--- src/rtl/fmap_row_buffer.sv ---
module fmap_row_buffer #(
  parameter int DW      = 8,
  parameter int ROW_LEN = 8,
  parameter int KSIZE   = 3,
  parameter int STRIDE  = 1,
  parameter int N_ENG   = 2,
  localparam int NROWS  = KSIZE + STRIDE,
  localparam int WCNT   = KSIZE * KSIZE,
  localparam int WAW    = $clog2(WCNT),
  localparam int CW     = $clog2(ROW_LEN),
  localparam int HW     = $clog2(NROWS),
  localparam int FW     = $clog2(NROWS + 1),
  localparam int RW     = HW + 1
) (
  input  logic                clk,
  input  logic                rst_n,
  input  logic [DW-1:0]       s_tdata,
  input  logic                s_tvalid,
  output logic                s_tready,
  input  logic [WAW-1:0]      wt_addr,
  output logic [DW-1:0]       wt_data,
  input  logic [N_ENG*RW-1:0] eng_row,
  input  logic [N_ENG*CW-1:0] eng_col,
  output logic [N_ENG*DW-1:0] eng_data,
  output logic                compute_ready,
  input  logic                rows_done
);

  function automatic logic [HW-1:0] wrap(input logic [HW+1:0] x);
    logic [HW+1:0] y;
    y = (x >= (HW+2)'(NROWS)) ? x - (HW+2)'(NROWS) : x;
    return y[HW-1:0];
  endfunction

  logic [DW-1:0]  wmem [WCNT];
  logic [DW-1:0]  rmem [NROWS][ROW_LEN];
  logic           wt_done;
  logic [WAW-1:0] wcnt;
  logic [CW-1:0]  col;
  logic [HW-1:0]  head;
  logic [FW-1:0]  filled;
  logic [HW-1:0]  wr_bank;

  wire accept  = s_tvalid && s_tready;
  wire row_end = accept && wt_done && (col == CW'(ROW_LEN - 1));
  wire consume = rows_done && compute_ready;

  assign s_tready      = !wt_done || (filled != FW'(NROWS));
  assign compute_ready = wt_done && (filled >= FW'(KSIZE));
  assign wr_bank       = wrap((HW+2)'(head) + (HW+2)'(filled));

  always_ff @(posedge clk or negedge rst_n) begin
    if (!rst_n) begin
      wt_done <= 1'b0;
      wcnt    <= '0;
      col     <= '0;
      head    <= '0;
      filled  <= '0;
    end else begin
      if (accept && !wt_done) begin
        wcnt <= wcnt + 1'b1;
        if (wcnt == WAW'(WCNT - 1)) wt_done <= 1'b1;
      end
      if (accept && wt_done) col <= row_end ? '0 : col + 1'b1;
      filled <= filled + FW'(row_end) - (consume ? FW'(STRIDE) : FW'(0));
      if (consume) head <= wrap((HW+2)'(head) + (HW+2)'(STRIDE));
    end
  end

  always_ff @(posedge clk) begin
    if (accept && !wt_done) wmem[wcnt] <= s_tdata;
    if (accept && wt_done) rmem[wr_bank][col] <= s_tdata;
  end

  always_ff @(posedge clk or negedge rst_n) begin
    if (!rst_n) wt_data <= '0;
    else        wt_data <= (wt_addr < WAW'(WCNT)) ? wmem[wt_addr] : '0;
  end

  for (genvar e = 0; e < N_ENG; e++) begin : g_eng
    wire [RW-1:0] sel = eng_row[e*RW +: RW];
    wire [CW-1:0] c   = eng_col[e*CW +: CW];
    wire [HW-1:0] pb  = wrap((HW+2)'(head) + (HW+2)'(sel));
    wire          ok  = (sel < RW'(NROWS)) && ({1'b0, c} < (CW+1)'(ROW_LEN));
    logic [DW-1:0] q;
    always_ff @(posedge clk or negedge rst_n) begin
      if (!rst_n) q <= '0;
      else        q <= ok ? rmem[pb][c] : '0;
    end
    assign eng_data[e*DW +: DW] = q;
  end

endmodule

--- config.mk ---
export PLATFORM = sky130hd
export DESIGN_NAME = fmap_row_buffer
export DESIGN_NICKNAME = d
export VERILOG_FILES = /design/src/rtl/fmap_row_buffer.sv
export SDC_FILE = /design/constraint.sdc
export NUM_CORES = 1
export LEC_CHECK = 0
export CAP_MARGIN = 25
export CORE_ASPECT_RATIO = 0.7
export CORE_UTILIZATION = 45
export CTS_BUF_LIST = sky130_fd_sc_hd__clkbuf_16
export CTS_CLUSTER_SIZE = 14
export DETAILED_ROUTE_END_ITERATION = 16
export DONT_BUFFER_PORTS = 1
export SLEW_MARGIN = 10
export SYNTH_ARGS = -nofsm -noshare
export SYNTH_HDL_FRONTEND = slang
export SYNTH_SLANG_ARGS = --single-unit
--- constraint.sdc ---
create_clock -name clk -period 6.9 [get_ports clk]
set_clock_uncertainty 0.05 [all_clocks]
set_input_delay 1.38 -clock clk [delete_from_list [all_inputs] [get_ports clk]]
set_output_delay 1.38 -clock clk [all_outputs]
set_load 0.01 [all_outputs]
==> results.cfg, run 1 <==
[cells_and_area]
syn_to_final_growth_pct = 8.82
fin_nets = 1347
multi_input_area_um2 = 6310
final_cell_mix = edfxtp_1, nand2_1, mux2i_1
regArea_um2 = 10800
nFillCells = 3320
drive_gt1_frac = 0.112
final_common_cell = edfxtp_1

[synth]
ys_seq_area_frac = 0.615
synth_seq_cells = 365
yosysUniqueCellTypes = 64
syn_inst = 1339
async_flop_share = 0.101
synth.avg_cell_area_um2 = 13.1
ys.flop_type = edfxtp_1
syn_nets = 1380
yosys_warnings = 0
synth_area_um2 = 17500
synth-edff-count = 328

[power_and_ir_drop]
power_density_nw_per_um2 = 392
p_leak_uw = 0.00641
ir_drop_mv = 0.303
power_uw = 7480

[sta]
tightest_slew_ps = 1080
setup_tns_ps = 0
fmax_ghz = 0.275
hold_viol = 0
fin_crit_ps = 3630
rsz0062_at_grt = false
fin_crit_sh = 0.526
max_slew_margin = 0.278
maxSlewViolCount = 0
finalSetupViolCount = 0

[route]
wl_met3_um = 5770
routedWlPerCell_um = 26.7
via_per_inst = 6.37
top_layer = met4
drt_first_pass_iters = 6
drtAntennaViolNets = 0
wirelength_um = 49600
met2RoutedLength_um = 21600
drc = 0
wirelength_met1_um = 21200
drtIter0Drc = 1711
via_count = 11800

[clocking]
holdBufCountCts = 0
clk-insertion-delay-late_ps = 540
htree_levels = 2
cts_resized = 0
post_cts.repair.setup_buffers = 0
cts-root-buf = clkbuf_16
cts_buffer_depth = 3
cts_tree = done
cts_buffers = 37
clock_sinks = 365
clkTransAtPathRegs_ps = 60

[place]
port_buffers = 0
place.gp.congestion = 0.949
hpwl_um = 32300

[setup_path]
slowest_delay_ps = 900
cp-end-kind = flip-flop
cp.arrival_ps = 3990
worstSetupPathType = flip-flop to flip-flop
crit_chain = buf_4 > xor3_4 > buf_4 > mux4_2 > and3_1 > a31oi_1 > nand3_1
crit_slowest_cell = xor3_4
crit_family = buffers and inverters
crit_required_ps = 7260
reg2reg_slack_ps = 3270
crit_path_max_fanout = 74
cp_common_cell = buf_4
cp_num_buf_inv = 2
startpoint_type = flip-flop

[die]
core_area_um2 = 38400
pin_count = 54
die_area_um2 = 39800
rows = 60
fp.dieW_um = 238
die_height_um = 167
initial_core_util = 0.456

[grt]
grt_pass1_vias = 11300
grt_remaining_overflow = 0
grtUsageTotal = 0.252
grt_pass1_wl_um = 74100
antenna_found_initial = 1
grt_max_degree = 75

[hold_path]
hold_path_class = flip-flop to flip-flop

[flow_run]
maxCapViolCount = 0

[outcome]
status = complete, no violations
==> tightest hold or removal path: stages (launching register included) <==
cell	delay [ps]
edfxtp_1	320
nand2_1	40
o21ai_0	50
==> report_power, final <==
| part | switching, uW | total (uW) | internal [uW] |
|---|---|---|---|
| clock network | 836 | 1960 | 1120 |
| logic | 1800 | 2750 | 951 |
| registers | 164 | 2770 | 2610 |
==> cell usage after synthesis, drive strengths merged (26+ instances only) <==
master,n,area [um^2]
a21oi,34,170
mux2i,85,851
a211oi,29,223
nand3,53,265
nor3,26,130
mux4,56,1260
dfrtp,37,926
buf,67,368
nand2,214,806
a31oi,38,238
o21ai,38,190
edfxtp,328,9850
nor2,69,264
==> metrics by stage <==
stage / instances / instance area (um^2) / hold slack, ps / worst slack (ps) / utilization
6_report: 1857 / 19100 / 400 / 3270 / 0.496
5_1_grt: 1856 / 19100 / 437 / 3080 / 0.496
4_1_cts: 1851 / 19000 / 405 / 3270 / 0.495
3_5_place_dp: 1789 / 17900 / 389 / 2840 / 0.466
3_3_place_gp: 1787 / 17900 / 380 / 2890 / 0.465
2_1_floorplan: 1339 / 17500 / 376 / 3600 / -
==> path summary, 6_finish.rpt <==
kind / from / to / cells past startpoint
setup / recovery: head[1] / g_eng[0].q[4] / 7
hold / removal: wmem[8][6] / wt_data[6] / 2
setup reg to reg: head[1] / g_eng[0].q[4] / 7
hold reg to reg: wmem[8][6] / wt_data[6] / 2
max in group asynchronous: rst_n / g_eng[1].q[6] / 0
min in group asynchronous: rst_n / g_eng[1].q[1] / 0
==> flip-flops by register name, summed over array words and instances, names as in the netlist <==
signal	cells
wt_done	1
wcnt	4
filled	3
g_eng.q	16
head	2
wmem	72
col	3
rmem	256
wt_data	8
==> layer usage <==
metal / track usage / up-vias
met3: 0.0635 / 84
met5: 0 / -
met4: 0.0569 / 0
li1: - / 5129
met1: 0.375 / 5922
met2: 0.373 / 685
==> layout make-up <==
type	count	share of cell area
Sequential cell	365	0.565
Multi-Input combinational cell	873	0.331
Clock buffer	37	0.0485
Tap cell	527	0.0346
Clock inverter	25	0.0113
Timing Repair Buffer	18	0.00748
Inverter	11	0.00216
Antenna cell	1	0.000131
==> cells by family after synthesis <==
kind of cell | count (synthesis) | share of synthesized area
AND/OR/NAND/NOR | 455 | 0.118
flip-flops | 365 | 0.615
AO/OA/AOI/OAI | 244 | 0.0948
multiplexers | 145 | 0.123
buffers and inverters | 101 | 0.0283
XOR/XNOR | 16 | 0.0115
adder cells (fa/ha/maj) | 13 | 0.00971
Power figures use the tool's default switching activity.
==> inputs of run 2 (changes only) <==
clock period = 3.75 ns   (was 6.9 ns; I/O delays follow)
==> results.cfg, run 2 (synthesis results as in run 1) <==
[die]
fp.dieW_um = 238
core_area_um2 = 38400
pin_count = 54
rows = 60
die_area_um2 = 39800
initial_core_util = 0.456
die_height_um = 167

[sta]
fin_crit_sh = 0.800
fmax_ghz = 0.333
holdWs_ps = 21.1
setup_tns_ps = 0
hold_viol = 0
max_slew_margin = 0.316
maxSlewViolCount = 0
fin_crit_ps = 3000
finalSetupViolCount = 0
rsz0062_at_grt = false
tightest_slew_ps = 1020

[route]
via_per_inst = 6.40
drtIter0Drc = 1852
wirelength_um = 52600
drt_first_pass_iters = 6
drtAntennaViolNets = 0
drc = 0
via_count = 12200
routedWlPerCell_um = 27.7

[clocking]
htree_levels = 2
clock_sinks = 365
holdBufCountCts = 1
post_cts.repair.setup_buffers = 0
cts_buffers = 36
cts-root-buf = clkbuf_16
clkTransAtPathRegs_ps = 60
clk-insertion-delay-late_ps = 530
cts_tree = done
cts_resized = 0
cts_buffer_depth = 3

[cells_and_area]
top_regs = rmem (256), wmem (72), g_eng.q (16)
fin_nets = 1388
syn_to_final_growth_pct = 10.5
largest-register = rmem
final_common_cell = edfxtp_1
largest_register_ffs = 256
final_cell_mix = edfxtp_1, nand2_1, mux2i_1
drive_gt1_frac = 0.136

[grt]
grt_pass1_vias = 11400
grtUsageTotal = 0.268
grt_max_degree = 73
grt_pass1_wl_um = 77900
antenna_found_initial = 1
grt_remaining_overflow = 0

[setup_path]
cp-end-kind = flip-flop
reg2reg_slack_ps = 750
worstSetupPathType = flip-flop to flip-flop
cp.arrival_ps = 3370
crit_required_ps = 4120
r2r_cells = 7
crit_path_max_fanout = 21
startpoint_type = flip-flop

[hold_path]
hold_path_class = input pin to async pin

[place]
place.gp.congestion = 0.943
port_buffers = 0
hpwl_um = 35300

[flow_run]
maxCapViolCount = 0

[power_and_ir_drop]
ir_drop_mv = 0.526
p_leak_uw = 0.00664
power_density_nw_per_um2 = 717

[outcome]
status = complete, no violations
## run 2: changes by cell type in the layout (fill, tap and decap cells not counted), sizes merged
| cell | delta |
|---|---|
| buf | +42 |
| inv | +9 |
| bufinv | -4 |
| clkinv | -2 |
| clkinvlp | -1 |
## run 2: final timing paths
check / startpoint / endpoint
hold reg to reg: wmem[8][3] / wt_data[3]
hold / removal: rst_n / g_eng[1].q[3]
setup reg to reg: head[0] / g_eng[1].q[3]
min in group clk: s_tdata[3] / rmem[2][51]
max in group asynchronous: rst_n / head[1]
setup / recovery: head[0] / g_eng[1].q[3]
## run 2: cell type report
class	instances	area (um^2)
Antenna cell	1	2.50
Clock buffer	37	926
Clock inverter	27	124
Fill cell	3299	19100
Inverter	11	41.3
Multi-Input combinational cell	873	6310
Sequential cell	365	10800
Tap cell	527	659
Timing Repair Buffer	60	533
## run 2: metrics by stage
| step | instances | util | total power (uW) | setup WS [ps] | cell area (um^2) |
|---|---|---|---|---|---|
| 2_1_floorplan | 1339 | - | 8910 | 1080 | 17500 |
| 3_3_place_gp | 1835 | 0.476 | 10500 | 580 | 18300 |
| 3_5_place_dp | 1835 | 0.476 | 10600 | 478 | 18300 |
| 4_1_cts | 1900 | 0.504 | 13900 | 758 | 19400 |
| 6_report | 1901 | 0.504 | 13900 | 750 | 19400 |
| 5_1_grt | 1900 | 0.504 | 14500 | 608 | 19400 |
## run 2: routing by layer
layer	GRT usage	share of wire	vias to the layer above
met1	0.404	0.43	6120
met2	0.387	0.43	737
met3	0.0636	0.11	102
met5	0	0	-
li1	-	-	5203
met4	0.0718	0.027	0
## run 2: critical path, cell delays in order (launching register included)
cell and delay, ps:
dfrtp_1 460, ha_4 570, buf_4 340, nor2b_1 240, and2_1 400, a31oi_1 190
and3_1 250, or3_1 370
## run 2: where the power goes
part	internal (uW)	leakage, uW	total, uW	switching, uW
Sequential	4800	0.00341	5130	333
Clock	1790	0.000561	3290	1500
Combinational	2010	0.00266	5470	3470
Total	8590	0.00664	13900	5300
==> inputs of run 3 (changes only) <==
ABC_AREA = 1   (was unset)
clock period = 2.8 ns   (was 3.75 ns; I/O delays follow)
==> results.cfg, run 3 <==
[synth]
yosys_warnings = 0
synth_area_um2 = 18000
synth.avg_cell_area_um2 = 8.76
async_flop_share = 0.101
synth-edff-count = 328
syn_inst = 2060
synth_seq_cells = 365
ys.flop_type = edfxtp_1
yosysMostFrequentCell = nor2_1
yosysUniqueCellTypes = 29
ys_top_cells_by_count = nor2_1, nand2_1, edfxtp_1, nand3_1, inv_1
yosys.area.top_type = edfxtp_1
ys_seq_area_frac = 0.597
syn_nets = 2101
synth_top_area_frac = 0.546
synth_area_leaders = edfxtp_1, nor2_1, nand2_1

[cells_and_area]
nFillCells = 3534
final_common_cell = nor2_1
utilization = 0.516
largest-register = rmem
syn_to_final_growth_pct = 11.4
final_cell_mix = nor2_1, nand2_1, edfxtp_1
largest_register_ffs = 256
top_regs = rmem (256), wmem (72), g_eng.q (16)
multi_input_area_um2 = 6240
stdcell_count = 2607
drive_gt1_frac = 0.0649
fin_nets = 2094
antenna_cells = 0
regArea_um2 = 10800

[sta]
holdWs_ps = 66.5
rsz0062_at_grt = false
setup_tns_ps = 0
finalSetupViolCount = 0
maxSlewViolCount = 0
tightest_slew_ps = 767
hold_viol = 0
fin_crit_ps = 2620
fin_crit_sh = 0.935
fmax_ghz = 0.382
max_slew_margin = 0.488

[clocking]
clk-insertion-delay-late_ps = 540
clkTransAtPathRegs_ps = 60
holdBufCountCts = 2
post_cts.repair.setup_buffers = 0
cts_buffer_depth = 3
cts_buffers = 37
clock_sinks = 365
cts-root-buf = clkbuf_16
cts_resized = 0
htree_levels = 2
cts_tree = done

[hold_path]
hold_path_class = input pin to flip-flop
hp-start = s_tdata[7]

[setup_path]
slowest_delay_ps = 450
crit_slowest_cell = dfrtp_1
timing.rr.end = rmem[1][57]
crit_cells = 10
crit_required_ps = 3000
worstSetupPathType = flip-flop to flip-flop
startpoint_type = flip-flop
cp-endpoint = rmem[1][57]
crit_chain = nor2_1 > nand3_1 > nand2_1 > nor2_1 > buf_4 > inv_1 > nor2_1 > nand2_1 > nor2_1 > buf_4
crit_family = simple AND/OR/NAND/NOR gates
crit_path_max_fanout = 8
r2r_start = filled[1]
r2r_cells = 10
cp.arrival_ps = 2820
cp_common_cell = nor2_1
reg2reg_slack_ps = 180
cp_num_buf_inv = 3
cp-end-kind = flip-flop
critPathLaunch = filled[1]

[route]
drtAntennaViolNets = 0
drc = 0
drtIter0Drc = 1916
via_count = 14600
via_per_inst = 5.59
wirelength_um = 54800
drt_first_pass_iters = 8
routedWlPerCell_um = 21.0

[grt]
grt_pass1_vias = 13400
grtUsageTotal = 0.274
grt_remaining_overflow = 0
grt_pass1_wl_um = 83000
antenna_found_initial = 0
grt_max_degree = 64

[flow_run]
maxCapViolCount = 0

[die]
initial_core_util = 0.463
rows = 60
die_area_um2 = 40900
fp.dieW_um = 241
core_area_um2 = 39000
pin_count = 54
die_height_um = 170

[power_and_ir_drop]
power_density_nw_per_um2 = 963
switchingPower_uw = 7770
p_clk_frac = 0.255
intPower_uw = 11600
switching_share = 0.401
ir_drop_mv = 0.967
p_leak_uw = 0.00820
comb_power_share = 0.402
pwr-share-seq = 0.343

[outcome]
status = complete, no violations

[place]
placedCellCount = 2539
hpwl_um = 33900
place.gp.congestion = 0.918
port_buffers = 0
-- run 3: changes by cell type after synthesis, moves of 20 or more --
cell | before | now
o21ai_0 | 38 | 70
buf_2 | 45 | 65
nor2_1 | 67 | 520
nand2_1 | 213 | 444
mux4_2 | 56 | 0
a31oi_1 | 38 | 6
a21oi_1 | 34 | 116
inv_1 | 10 | 129
nor3_1 | 26 | 4
nand3_1 | 53 | 234
mux2i_1 | 85 | 1
a211oi_1 | 28 | 0
clkbuf_1 | 22 | 45
-- run 3: how the worst min path moves through the flow --
stage                        to  cells past startpoint
finish              rmem[0][15]                      0
global route        rmem[3][15]                      0
CTS                 rmem[1][57]                      0
detailed placement      wt_done                      0
global placement        wcnt[0]                      0
floorplan                col[0]                      0
-- run 3: cell type report --
type                       count  share of cell area
inverter                     132              0.0246
multi-input combinational   1442               0.310
timing repair buffer          75              0.0372
clock inverter                28              0.0118
tap                          527              0.0328
clock buffer                  38              0.0473
sequential                   365               0.536
-- run 3: routing by layer --
| metal | GRT usage | vias to the layer above | share of wire |
|---|---|---|---|
| met1 | 0.427 | 6895 | 0.46 |
| met5 | 0 | - | 0 |
| li1 | - | 6798 | - |
| met4 | 0.0815 | 0 | 0.029 |
| met3 | 0.0548 | 108 | 0.11 |
| met2 | 0.378 | 769 | 0.41 |
-- run 3: logic make-up after synthesis --
family                     count (synthesis)  synth area share
and+or+nand+nor                         1210             0.270
DFF                                      365             0.597
buffers and inverters                    253            0.0586
AOI/OAI and AO/OA                        210            0.0602
adders and majority gates                 13           0.00943
xor gates and xnor gates                   8           0.00388
muxes                                      1          0.000555
-- run 3: per-stage QoR --
| stage | setup WS (ps) | power [uW] | area [um^2] |
|---|---|---|---|
| floorplan | 539 | 11900 | 18000 |
| global placement | 220 | 14300 | 18900 |
| detailed placement | 211 | 14300 | 18900 |
| CTS | 220 | 19300 | 20100 |
| global route | 18.0 | 20500 | 20100 |
| finish | 183 | 19400 | 20100 |
-- run 3: power groups by stage --
stage,logic [uW],clock network [uW],registers (uW)
final,7780,4940,6650
after global routing,8580,5210,6690
after CTS,7620,5010,6650
after floorplan,5240,0,6680
after detailed placement,7580,0,6760
after global placement,7530,0,6760
